File: config.mk
export PLATFORM = sky130hd
export DESIGN_NAME = subcarrier_synth
export DESIGN_NICKNAME = d
export VERILOG_FILES = /design/src/rtl/sc_pkg.sv /design/src/rtl/sc_wide_reg.sv /design/src/rtl/sc_regs.sv /design/src/rtl/sc_fieldseq.sv /design/src/rtl/sc_accum.sv /design/src/rtl/subcarrier_synth.sv
export SDC_FILE = /design/constraint.sdc
export NUM_CORES = 1
export LEC_CHECK = 0
export ABC_CLOCK_PERIOD_IN_PS = 4400
export BUFFER_PORTS_ARGS = -buffer_cell sky130_fd_sc_hd__buf_4
export CAP_MARGIN = 5
export CELL_PAD_IN_SITES_DETAIL_PLACEMENT = 1
export CELL_PAD_IN_SITES_GLOBAL_PLACEMENT = 1
export CORE_MARGIN = 2
export CORE_UTILIZATION = 50
export CTS_CLUSTER_DIAMETER = 60
export DETAILED_ROUTE_END_ITERATION = 8
export GPL_ROUTABILITY_DRIVEN = 0
export PLACE_DENSITY_LB_ADDON = 0.05
export SYNTH_ARGS = -nofsm -noshare
export SYNTH_HDL_FRONTEND = slang
export SYNTH_SLANG_ARGS = --single-unit
File: constraint.sdc
create_clock -name clk -period 4.4 [get_ports clk]
set_input_delay 0.66 -clock clk [delete_from_list [all_inputs] [get_ports clk]]
set_output_delay 0.66 -clock clk [all_outputs]
set_load 0.01 [all_outputs]
File: src/rtl/sc_pkg.sv
package sc_pkg;

    typedef enum logic [1:0] {
        STD_NTSC  = 2'd0,
        STD_PAL   = 2'd1,
        STD_SECAM = 2'd2,
        STD_SPARE = 2'd3
    } tv_std_e;

    typedef struct packed {
        logic    gate_off;
        logic    chroma_off;
        logic    no_realign;
        tv_std_e std;
    } ctrl_t;

    localparam int CTRL_W = $bits(ctrl_t);

    typedef enum logic {
        ST_WAIT_INC = 1'b0,
        ST_RUN      = 1'b1
    } state_e;

endpackage

File: src/rtl/sc_wide_reg.sv
module sc_wide_reg #(
    parameter int W    = 32,
    parameter int AW   = 4,
    parameter int BASE = 0
) (
    input  logic          clk,
    input  logic          rst_n,
    input  logic          wr_en,
    input  logic [AW-1:0] wr_addr,
    input  logic [7:0]    wr_data,
    output logic [W-1:0]  value
);
    localparam int NB   = W / 8;
    localparam int LOWW = W - 8;

    logic [LOWW-1:0] shadow;

    // Shadow bytes below the top one collect writes without touching value.
    for (genvar k = 0; k < NB - 1; k++) begin : g_shadow
        always_ff @(posedge clk or negedge rst_n) begin
            if (!rst_n) begin
                shadow[8*k +: 8] <= '0;
            end else if (wr_en && wr_addr == AW'(BASE + k)) begin
                shadow[8*k +: 8] <= wr_data;
            end
        end
    end

    // The top byte commits the whole word in one step.
    always_ff @(posedge clk or negedge rst_n) begin
        if (!rst_n) begin
            value <= '0;
        end else if (wr_en && wr_addr == AW'(BASE + NB - 1)) begin
            value <= {wr_data, shadow};
        end
    end
endmodule

File: src/rtl/sc_regs.sv
module sc_regs
    import sc_pkg::*;
#(
    parameter int ACC_W   = 32,
    parameter int PHASE_W = 8,
    parameter int AW      = 4
) (
    input  logic               clk,
    input  logic               rst_n,
    input  logic               wr_en,
    input  logic [AW-1:0]      wr_addr,
    input  logic [7:0]         wr_data,
    output logic [ACC_W-1:0]   inc_db,
    output logic [ACC_W-1:0]   inc_dr,
    output logic [PHASE_W-1:0] phase_ofs,
    output ctrl_t              ctrl,
    output logic               arm
);
    localparam int NB       = ACC_W / 8;
    localparam int OFS_ADDR = 2 * NB;
    localparam int CTL_ADDR = 2 * NB + 1;

    logic [ACC_W-1:0] inc_arr [2];

    for (genvar c = 0; c < 2; c++) begin : g_inc
        sc_wide_reg #(
            .W   (ACC_W),
            .AW  (AW),
            .BASE(c * NB)
        ) i_inc (
            .clk    (clk),
            .rst_n  (rst_n),
            .wr_en  (wr_en),
            .wr_addr(wr_addr),
            .wr_data(wr_data),
            .value  (inc_arr[c])
        );
    end

    assign inc_db = inc_arr[0];
    assign inc_dr = inc_arr[1];
    assign arm    = wr_en && (wr_addr == AW'(NB - 1));

    always_ff @(posedge clk or negedge rst_n) begin
        if (!rst_n) begin
            phase_ofs <= '0;
            ctrl      <= '0;
        end else if (wr_en) begin
            if (wr_addr == AW'(OFS_ADDR)) phase_ofs <= wr_data[PHASE_W-1:0];
            if (wr_addr == AW'(CTL_ADDR)) ctrl      <= ctrl_t'(wr_data[CTRL_W-1:0]);
        end
    end
endmodule

File: src/rtl/sc_fieldseq.sv
module sc_fieldseq
    import sc_pkg::*;
#(
    parameter int FCNT_W = 3
) (
    input  logic    clk,
    input  logic    rst_n,
    input  logic    vs_lead,
    input  tv_std_e std,
    input  logic    no_realign,
    output logic    clear_req
);
    logic [FCNT_W-1:0] fcnt;
    logic              due;

    always_ff @(posedge clk or negedge rst_n) begin
        if (!rst_n)       fcnt <= '0;
        else if (vs_lead) fcnt <= fcnt + 1'b1;
    end

    // Four-field sequence looks at the two low bits, eight-field at all three.
    always_comb begin
        unique case (std)
            STD_PAL, STD_SECAM: due = (fcnt == '1);
            default:            due = (fcnt[1:0] == 2'b11);
        endcase
    end

    assign clear_req = vs_lead && due && !no_realign;
endmodule

File: src/rtl/sc_accum.sv
module sc_accum #(
    parameter int ACC_W   = 32,
    parameter int PHASE_W = 8
) (
    input  logic               clk,
    input  logic               rst_n,
    input  logic               run,
    input  logic               adv,
    input  logic               clr,
    input  logic [ACC_W-1:0]   inc,
    input  logic [PHASE_W-1:0] ofs,
    output logic [PHASE_W-1:0] phase
);
    logic [ACC_W-1:0] acc_q;

    always_ff @(posedge clk or negedge rst_n) begin
        if (!rst_n)          acc_q <= '0;
        else if (clr)        acc_q <= '0;
        else if (run && adv) acc_q <= acc_q + inc;
    end

    assign phase = acc_q[ACC_W-1 -: PHASE_W] + ofs;
endmodule

File: src/rtl/subcarrier_synth.sv
module subcarrier_synth
    import sc_pkg::*;
#(
    parameter int ACC_W   = 32,
    parameter int PHASE_W = 8,
    parameter int AW      = 4,
    parameter int LINE_W  = 10,
    parameter int WIN0_LO = 23,
    parameter int WIN0_HI = 310,
    parameter int WIN1_LO = 336,
    parameter int WIN1_HI = 623
) (
    input  logic               clk,
    input  logic               rst_n,
    input  logic               pix_en,
    input  logic               wr_en,
    input  logic [AW-1:0]      wr_addr,
    input  logic [7:0]         wr_data,
    input  logic               vs_lead,
    input  logic               line_start,
    input  logic [LINE_W-1:0]  line_num,
    output logic [PHASE_W-1:0] phase_out,
    output logic               chroma_en
);
    localparam logic [LINE_W-1:0] L0_LO = LINE_W'(WIN0_LO);
    localparam logic [LINE_W-1:0] L0_HI = LINE_W'(WIN0_HI);
    localparam logic [LINE_W-1:0] L1_LO = LINE_W'(WIN1_LO);
    localparam logic [LINE_W-1:0] L1_HI = LINE_W'(WIN1_HI);

    logic [ACC_W-1:0]   inc_db, inc_dr, inc_sel;
    logic [PHASE_W-1:0] phase_ofs;
    ctrl_t              ctrl_q;
    logic               arm, clear_req, run;
    logic               is_secam, gate_off, chroma_off, no_realign;
    logic               dr_line, in_window, line_ok;
    state_e             state_q, state_d;

    sc_regs #(.ACC_W(ACC_W), .PHASE_W(PHASE_W), .AW(AW)) i_regs (
        .clk      (clk),
        .rst_n    (rst_n),
        .wr_en    (wr_en),
        .wr_addr  (wr_addr),
        .wr_data  (wr_data),
        .inc_db   (inc_db),
        .inc_dr   (inc_dr),
        .phase_ofs(phase_ofs),
        .ctrl     (ctrl_q),
        .arm      (arm)
    );

    assign is_secam   = (ctrl_q.std == STD_SECAM);
    assign gate_off   = ctrl_q.gate_off;
    assign chroma_off = ctrl_q.chroma_off;
    assign no_realign = ctrl_q.no_realign;

    sc_fieldseq #(.FCNT_W(3)) i_fieldseq (
        .clk       (clk),
        .rst_n     (rst_n),
        .vs_lead   (vs_lead),
        .std       (ctrl_q.std),
        .no_realign(no_realign),
        .clear_req (clear_req)
    );

    // Colour-difference line parity, swapped only while in SECAM mode.
    always_ff @(posedge clk or negedge rst_n) begin
        if (!rst_n)                       dr_line <= 1'b0;
        else if (line_start && is_secam)  dr_line <= !dr_line;
    end

    assign inc_sel = (is_secam && dr_line) ? inc_dr : inc_db;

    sc_accum #(.ACC_W(ACC_W), .PHASE_W(PHASE_W)) i_accum (
        .clk  (clk),
        .rst_n(rst_n),
        .run  (run),
        .adv  (pix_en),
        .clr  (clear_req),
        .inc  (inc_sel),
        .ofs  (phase_ofs),
        .phase(phase_out)
    );

    assign in_window = ((line_num >= L0_LO) && (line_num <= L0_HI)) ||
                       ((line_num >= L1_LO) && (line_num <= L1_HI));
    assign line_ok   = !is_secam || gate_off || in_window;

    // State register
    always_ff @(posedge clk or negedge rst_n) begin
        if (!rst_n) state_q <= ST_WAIT_INC;
        else        state_q <= state_d;
    end

    // Next state: "arm" and "stay"
    always_comb begin
        state_d = state_q;
        unique case (state_q)
            ST_WAIT_INC: if (arm) state_d = ST_RUN;
            ST_RUN:      state_d = ST_RUN;
        endcase
    end

    // Outputs per state
    always_comb begin
        run       = 1'b0;
        chroma_en = 1'b0;
        unique case (state_q)
            ST_WAIT_INC: begin
                run       = 1'b0;
                chroma_en = 1'b0;
            end
            ST_RUN: begin
                run       = 1'b1;
                chroma_en = !chroma_off && line_ok;
            end
        endcase
    end
endmodule

Word level (Yosys, flattened, before mapping)
Index checks and enable logic that the tools add are counted.
W data, S select, Z words.
{"block": "totals", "n_memories": 0, "out_inout_bits": 9, "reg_bits": 162, "wordCells": 74, "romBits": 0, "latchBits": 0, "mem_bits_rw": 0, "inputBits": 28}
{"block": "classes", "bitwise_logic": 1, "order_cmp": 4, "shifts": 0, "n_reduce_logical": 28, "n_mux": 8, "add_sub_neg": 3, "eq_ne": 13, "div": 0, "mul": 0}
{"operator": "$mux W32", "count": 3}
{"operator": "$add A32 B32 Y32", "count": 1}
{"operator": "$eq A4 B3 Y1 const B", "count": 4}
{"operator": "$logic_and A1 B1 Y1", "count": 16}
{"operator": "$ge A10 B5 Y1 const B", "count": 1}
{"operator": "$ge A10 B9 Y1 const B", "count": 1}
{"operator": "$le A10 B10 Y1 const B", "count": 1}
{"operator": "$le A10 B9 Y1 const B", "count": 1}
{"operator": "$add A8 B8 Y8", "count": 1}
{"operator": "$eq A4 B2 Y1 const B", "count": 2}
{"operator": "$eq A4 B4 Y1 const B", "count": 2}
{"operator": "$pmux W1 S2", "count": 3}
{"operator": "$eq A2 B2 Y1 const B", "count": 2}
{"operator": "$eq A4 B1 Y1 const B", "count": 1}
{"operator": "$logic_not A1 Y1", "count": 4}
{"operator": "$logic_not A4 Y1", "count": 1}
{"operator": "$reduce_and A2 Y1", "count": 2}
{"operator": "$add A3 B1 Y3 const B", "count": 1}
{"operator": "$eq A3 B3 Y1 const B", "count": 1}
{"operator": "$logic_or A1 B1 Y1", "count": 3}
{"operator": "$eq A2 B1 Y1 const B", "count": 1}
{"operator": "$mux W1", "count": 2}
{"operator": "$reduce_bool A2 Y1", "count": 1}
{"operator": "$reduce_or A2 Y1", "count": 1}
{"operator": "$not A1 Y1", "count": 1}

Longest topological paths before layout
{"block": "depth", "depth_word": 6, "depth_mapped": 16, "ltp_nobuf": 15}

By module
A second synthesis with hierarchy kept.
{"block": "unflattened", "hier_cells": 757, "hier_area_um2": 8981.1}
{"module": "sc_accum", "instances": 1, "area_per_inst_um2": 3291.9, "seq_area_each_um2": 800.8, "cells_each": 412}
{"module": "sc_wide_reg at i_regs.g_inc[0].i_inc", "instances": 1, "area_per_inst_um2": 2267.2, "seq_area_each_um2": 1401.3, "cells_each": 122}
{"module": "sc_wide_reg at i_regs.g_inc[1].i_inc", "instances": 1, "area_per_inst_um2": 2152.1, "seq_area_each_um2": 1401.3, "cells_each": 122}
{"module": "subcarrier_synth", "instances": 1, "area_per_inst_um2": 576.8, "seq_area_each_um2": 50.0, "cells_each": 58}
{"module": "sc_regs", "instances": 1, "area_per_inst_um2": 528.0, "seq_area_each_um2": 325.3, "cells_each": 31}
{"module": "sc_fieldseq", "instances": 1, "area_per_inst_um2": 165.2, "seq_area_each_um2": 75.1, "cells_each": 12}

Least setup slack after synthesis
No wires, ideal clock.
{"block": "synth_path", "path_kind": "flip-flop to flip-flop", "startpoint": "reg i_regs.ctrl[1] (netlist name)", "endpoint": "reg i_accum.acc_q[28]", "t_arrival_ps": 3642, "period_less_slack_ps": 3766, "path_buffers": 1, "t_required_ps": 4276, "path_stages_with_launch": 16, "setup_slack_ps": 634, "setup_ps": 124, "path_cell_list": "dfrtp_1 ha_1 nand2_1 buf_1 mux2_2 ha_1 fa_1 nand3_2 a2111oi_4 a311oi_2 o31ai_4 a41oi_4 o21ai_2 a21oi_1 nor4b_2 a211o_1"}
{"block": "synth_between", "elab_chain_len": 6, "word_cells_on_any_way": 12, "classes_between": "1 x add/sub; 2 x eq/ne; 4 x mux; 5 x reduce/logical"}
{"item": "start, declared", "line_no": "sc_regs.sv:16", "source": "output ctrl_t ctrl,"}
{"item": "start signal, assigned", "line_no": "sc_regs.sv:50", "source": "if (wr_addr == AW'(CTL_ADDR)) ctrl <= ctrl_t'(wr_data[CTRL_W-1:0]);"}
{"item": "$eq A2 B2 Y1 or $eq A2 B1 Y1 (tied branches)", "line_no": "sc_fieldseq.sv:23, subcarrier_synth.sv:51"}
{"item": "$logic_and A1 B1 Y1 or $reduce_or A2 Y1 (tied branches)", "line_no": "subcarrier_synth.sv:71, sc_fieldseq.sv:23"}
{"item": "$mux W32 or $mux W1 (tied branches)", "line_no": "subcarrier_synth.sv:71, sc_fieldseq.sv:23"}
{"item": "$add A32 B32 Y32 or $logic_and A1 B1 Y1 (tied branches)", "line_no": "sc_accum.sv:19, sc_fieldseq.sv:29"}
{"item": "$mux W32 or $logic_and A1 B1 Y1 (tied branches)", "line_no": "sc_accum.sv:19, sc_fieldseq.sv:29"}
{"item": "$mux W32 or $reduce_bool A2 Y1 (tied branches)"}
{"item": "end signal, assigned", "line_no": "sc_accum.sv:19", "source": "else if (run && adv) acc_q <= acc_q + inc;"}
{"item": "end, declared", "line_no": "sc_accum.sv:14", "source": "logic [ACC_W-1:0] acc_q;"}
Several ways; a longest one is shown, not always the timed one. The select of a mux whose other input is x is not followed.
A chain may end at the register's enable or synchronous reset.

Worst setup path in the final report
{"block": "layout_path", "startpoint": "reg i_regs.ctrl[0] (netlist name)", "endpoint": "reg i_accum.acc_q[31]"}
Same word-level chain as after synthesis.

==> results.py <==
metrics = {
    "die": {
        "core_area_um2": 16580,
        "start_util_pct": 51.08,
        "die-area_um2": 18000,
        "rows": 47,
        "ios": 37,
        "die_h_um": 134.2,
        "fp.dieW_um": 134.2,
    },
    "synthesis": {
        "synth-main-ff-cell": "dfrtp_1",
        "async_flop_share_pct": 100.0,
        "synthDominantCellAreaShare_pct": 47.86,
        "synth_edf_count": 0,
        "synth_seq_cells": 162,
        "syn_avg_cell_area_um2": 11.90,
        "yosys-top-cells-area": "dfrtp_1 48%, mux2_2 21%, ha_1 7.1%",
        "postSynthCellCount": 712,
        "syn-cell-area_um2": 8471,
        "ys_seq_area_share_pct": 47.86,
        "synth_top_cell_by_area": "dfrtp_1",
        "yosysWarnings": 0,
        "synthDistinctLibCells": 58,
        "syn_nets": 790,
    },
    "routing": {
        "routedWlPerCell_um": 22.37,
        "vias": 5692,
        "viasPerCell": 5.785,
        "first_pass_iters": 4,
        "wl_met2_um": 11060,
        "route.detailed.drc": 0,
        "highest_layer": "met4",
        "wl_um": 22010,
        "antenna_left": 0,
        "initialDrtViolationCount": 158,
        "dr_wl_met3_um": 612,
        "wl_met1_um": 9999,
    },
    "clock_tree": {
        "cts_resized": 0,
        "clk_latency_ps": 420,
        "clk_path_buf_depth": 2,
        "cts_hold_buf": 0,
        "cts_tree": "done",
        "cts_inserted_buffers": 17,
        "cts_setup_buffers": 0,
        "clk_pin_slew_worst_paths_ps": 60,
        "cts_root_buf": "clkbuf_16",
        "cts_num_sinks": 162,
        "htreeDepth": 4,
    },
    "sta": {
        "hold_viol": 0,
        "setup_viol": 0,
        "worstMarginPinSlew_ps": 964.3,
        "rsz0062_at_grt": "no",
        "slew_headroom_pct": 35.47,
        "finalSetupTns_ps": 0,
        "layout_min_cycle_time_ps": 4102,
        "fin_crit_sh_pct": 93.22,
        "clock.fmax_ghz": 0.2438,
        "skew_ps": 7.157,
        "maxSlewViolCount": 0,
    },
    "finish": {
        "drive_gt1_share_pct": 33.12,
        "final_util_pct": 57.94,
        "n_antenna_cell": 0,
        "multi_input_comb_area_um2": 4269,
        "nFillCells": 1732,
        "mostFrequentLayoutCell": "dfrtp_1",
        "fin_nets": 829,
        "instances_no_fill": 984,
        "seqCellArea_um2": 4054,
        "areaGrowthSynthToFinish_pct": 13.44,
        "final_cell_mix": "162 x dfrtp_1, 157 x mux2_2, 64 x nand2_1, 53 x a21oi_1, 48 x ha_1",
    },
    "flow_run": {
        "maxCapViolCount": 0,
    },
    "outcome": {
        "status": "finished clean",
    },
    "worst_setup_path": {
        "worstSetupPathType": "reg -> reg",
        "cp.required_ps": 4740,
        "worst-path-max-fanout": 11,
        "critical_path.slowest_cell": "nand2_1",
        "path_cells": "inv_1 > ha_1 > nand2_1 > buf_4 > mux2_2 > ha_1 > o21ai_0 > o21ai_0 > o211ai_1 > a31oi_2 > a31oi_1 > o31ai_1 > xor2_1 > or3_1 > a21oi_1",
        "critPathLaunchType": "register",
        "worstPathArrival_ps": 4440,
        "slowest_delay_ps": 430,
        "cp-end-kind": "register",
    },
    "min_path": {
        "hold_class": "in -> async",
    },
    "global_route": {
        "grt_pass1_vias": 6296,
        "gr-total-overflow": 0,
        "track_usage_pct": 26.02,
        "grt_max_degree": 88,
        "grt_pass1_wl_um": 35380,
        "antenna_found_initial": 0,
    },
    "power": {
        "peakVddDrop_uv": 308.6,
        "p_leak_nw": 4.449,
        "powerDensity_nw_per_um2": 674.4,
    },
    "placed_design": {
        "dp_cells": 952,
        "port_buffers": 36,
        "dp_hpwl_um": 15090,
    },
}
## sequential cells by signal, summed over array words and instances (netlist names)
register                   flops
state_q                        1
i_accum.acc_q                 32
dr_line                        1
i_regs.phase_ofs               8
i_regs.g_inc.i_inc.shadow     48
i_fieldseq.fcnt                3
i_regs.ctrl                    5
i_regs.g_inc.i_inc.value      64
## metrics by stage
step	area, µm²	worst slack, ps	hold slack (ps)	total power, mW
2_1_floorplan	8471	634.2	364.4	4.176
3_3_place_gp	9027	496.7	460.7	4.824
3_5_place_dp	9027	356.7	472.1	5.004
4_1_cts	9609	281.6	288.4	6.526
5_1_grt	9609	39.99	290.4	6.921
6_report	9609	298.2	260.9	6.481
## metal layers
metal / track usage (%) / up-vias
met5: 0 / -
met3: 4.724 / 21
li1: - / 2629
met1: 34.05 / 2969
met4: 6.608 / 0
met2: 44.87 / 73
## cells in the mapped netlist (4+ instances only)
cell type and number:
a211oi_1 6, a21o_1 15, a21oi_1 53, a31oi_1 4
and3_1 5, buf_1 10, clkbuf_1 16, dfrtp_1 162
ha_1 48, inv_1 14, mux2_2 157, nand2_1 64
nand3b_1 4, nor2_1 22, nor3_1 5, nor3b_1 6
o21ai_0 21, o21bai_1 5, o22ai_1 4, xnor2_1 24
xor2_1 11
## worst paths after layout
| path | startpoint | to | depth (start not counted) | slack, ps |
|---|---|---|---|---|
| worst max-delay path | i_regs.ctrl[0]$_DFFE_PN0P_ | i_accum.acc_q[31]$_DFFE_PN0P_ | 15 | 300 |
| worst min-delay path | rst_n | i_fieldseq.fcnt[1]$_DFFE_PN0P_ | 1 | 260 |
| worst max register to register | i_regs.ctrl[0]$_DFFE_PN0P_ | i_accum.acc_q[31]$_DFFE_PN0P_ | 15 | 300 |
| worst min register to register | dr_line$_DFFE_PN0P_ | dr_line$_DFFE_PN0P_ | 1 | 480 |
| max in group asynchronous | rst_n | i_accum.acc_q[21]$_DFFE_PN0P_ | 2 | 3260 |
| min in group clk | vs_lead | i_fieldseq.fcnt[0]$_DFFE_PN0P_ | 2 | 450 |
## final cells by class
cell class / instances / area share (%)
Clock inverter: 10 / 1.120
Inverter: 14 / 0.5469
Sequential cell: 162 / 42.19
Tap cell: 220 / 2.865
Multi-Input combinational cell: 508 / 44.43
Clock buffer: 22 / 4.935
Timing Repair Buffer: 48 / 3.919
## cells by family (layout without fill, tap and decap cells)
group,count (synthesis),in the layout,synth area share (%)
buf+inv,42,94,1.891
compound gates,134,134,10.62
mux,160,160,21.23
xor+xnor,35,35,3.619
simple gates,129,129,7.223
fa+ha+maj,50,50,7.563
flops,162,162,47.86
## report_power, final
part	switching (mW)	internal [mW]
sequential	0.298	1.94
clock	0.593	0.875
combinational	1.48	1.29
total	2.37	4.11
## worst max-delay path, delay by kind of cell (launching register included)
kind | cells | cell delay (ps)
adder cells (fa/ha/maj) | 2 | 620
flip-flops | 1 | 320
buffers and inverters | 2 | 340
XOR/XNOR | 1 | 140
AND/OR/NAND/NOR | 2 | 750
AO/OA/AOI/OAI | 7 | 1480
multiplexers | 1 | 370
Power figures use the tool's default switching activity.
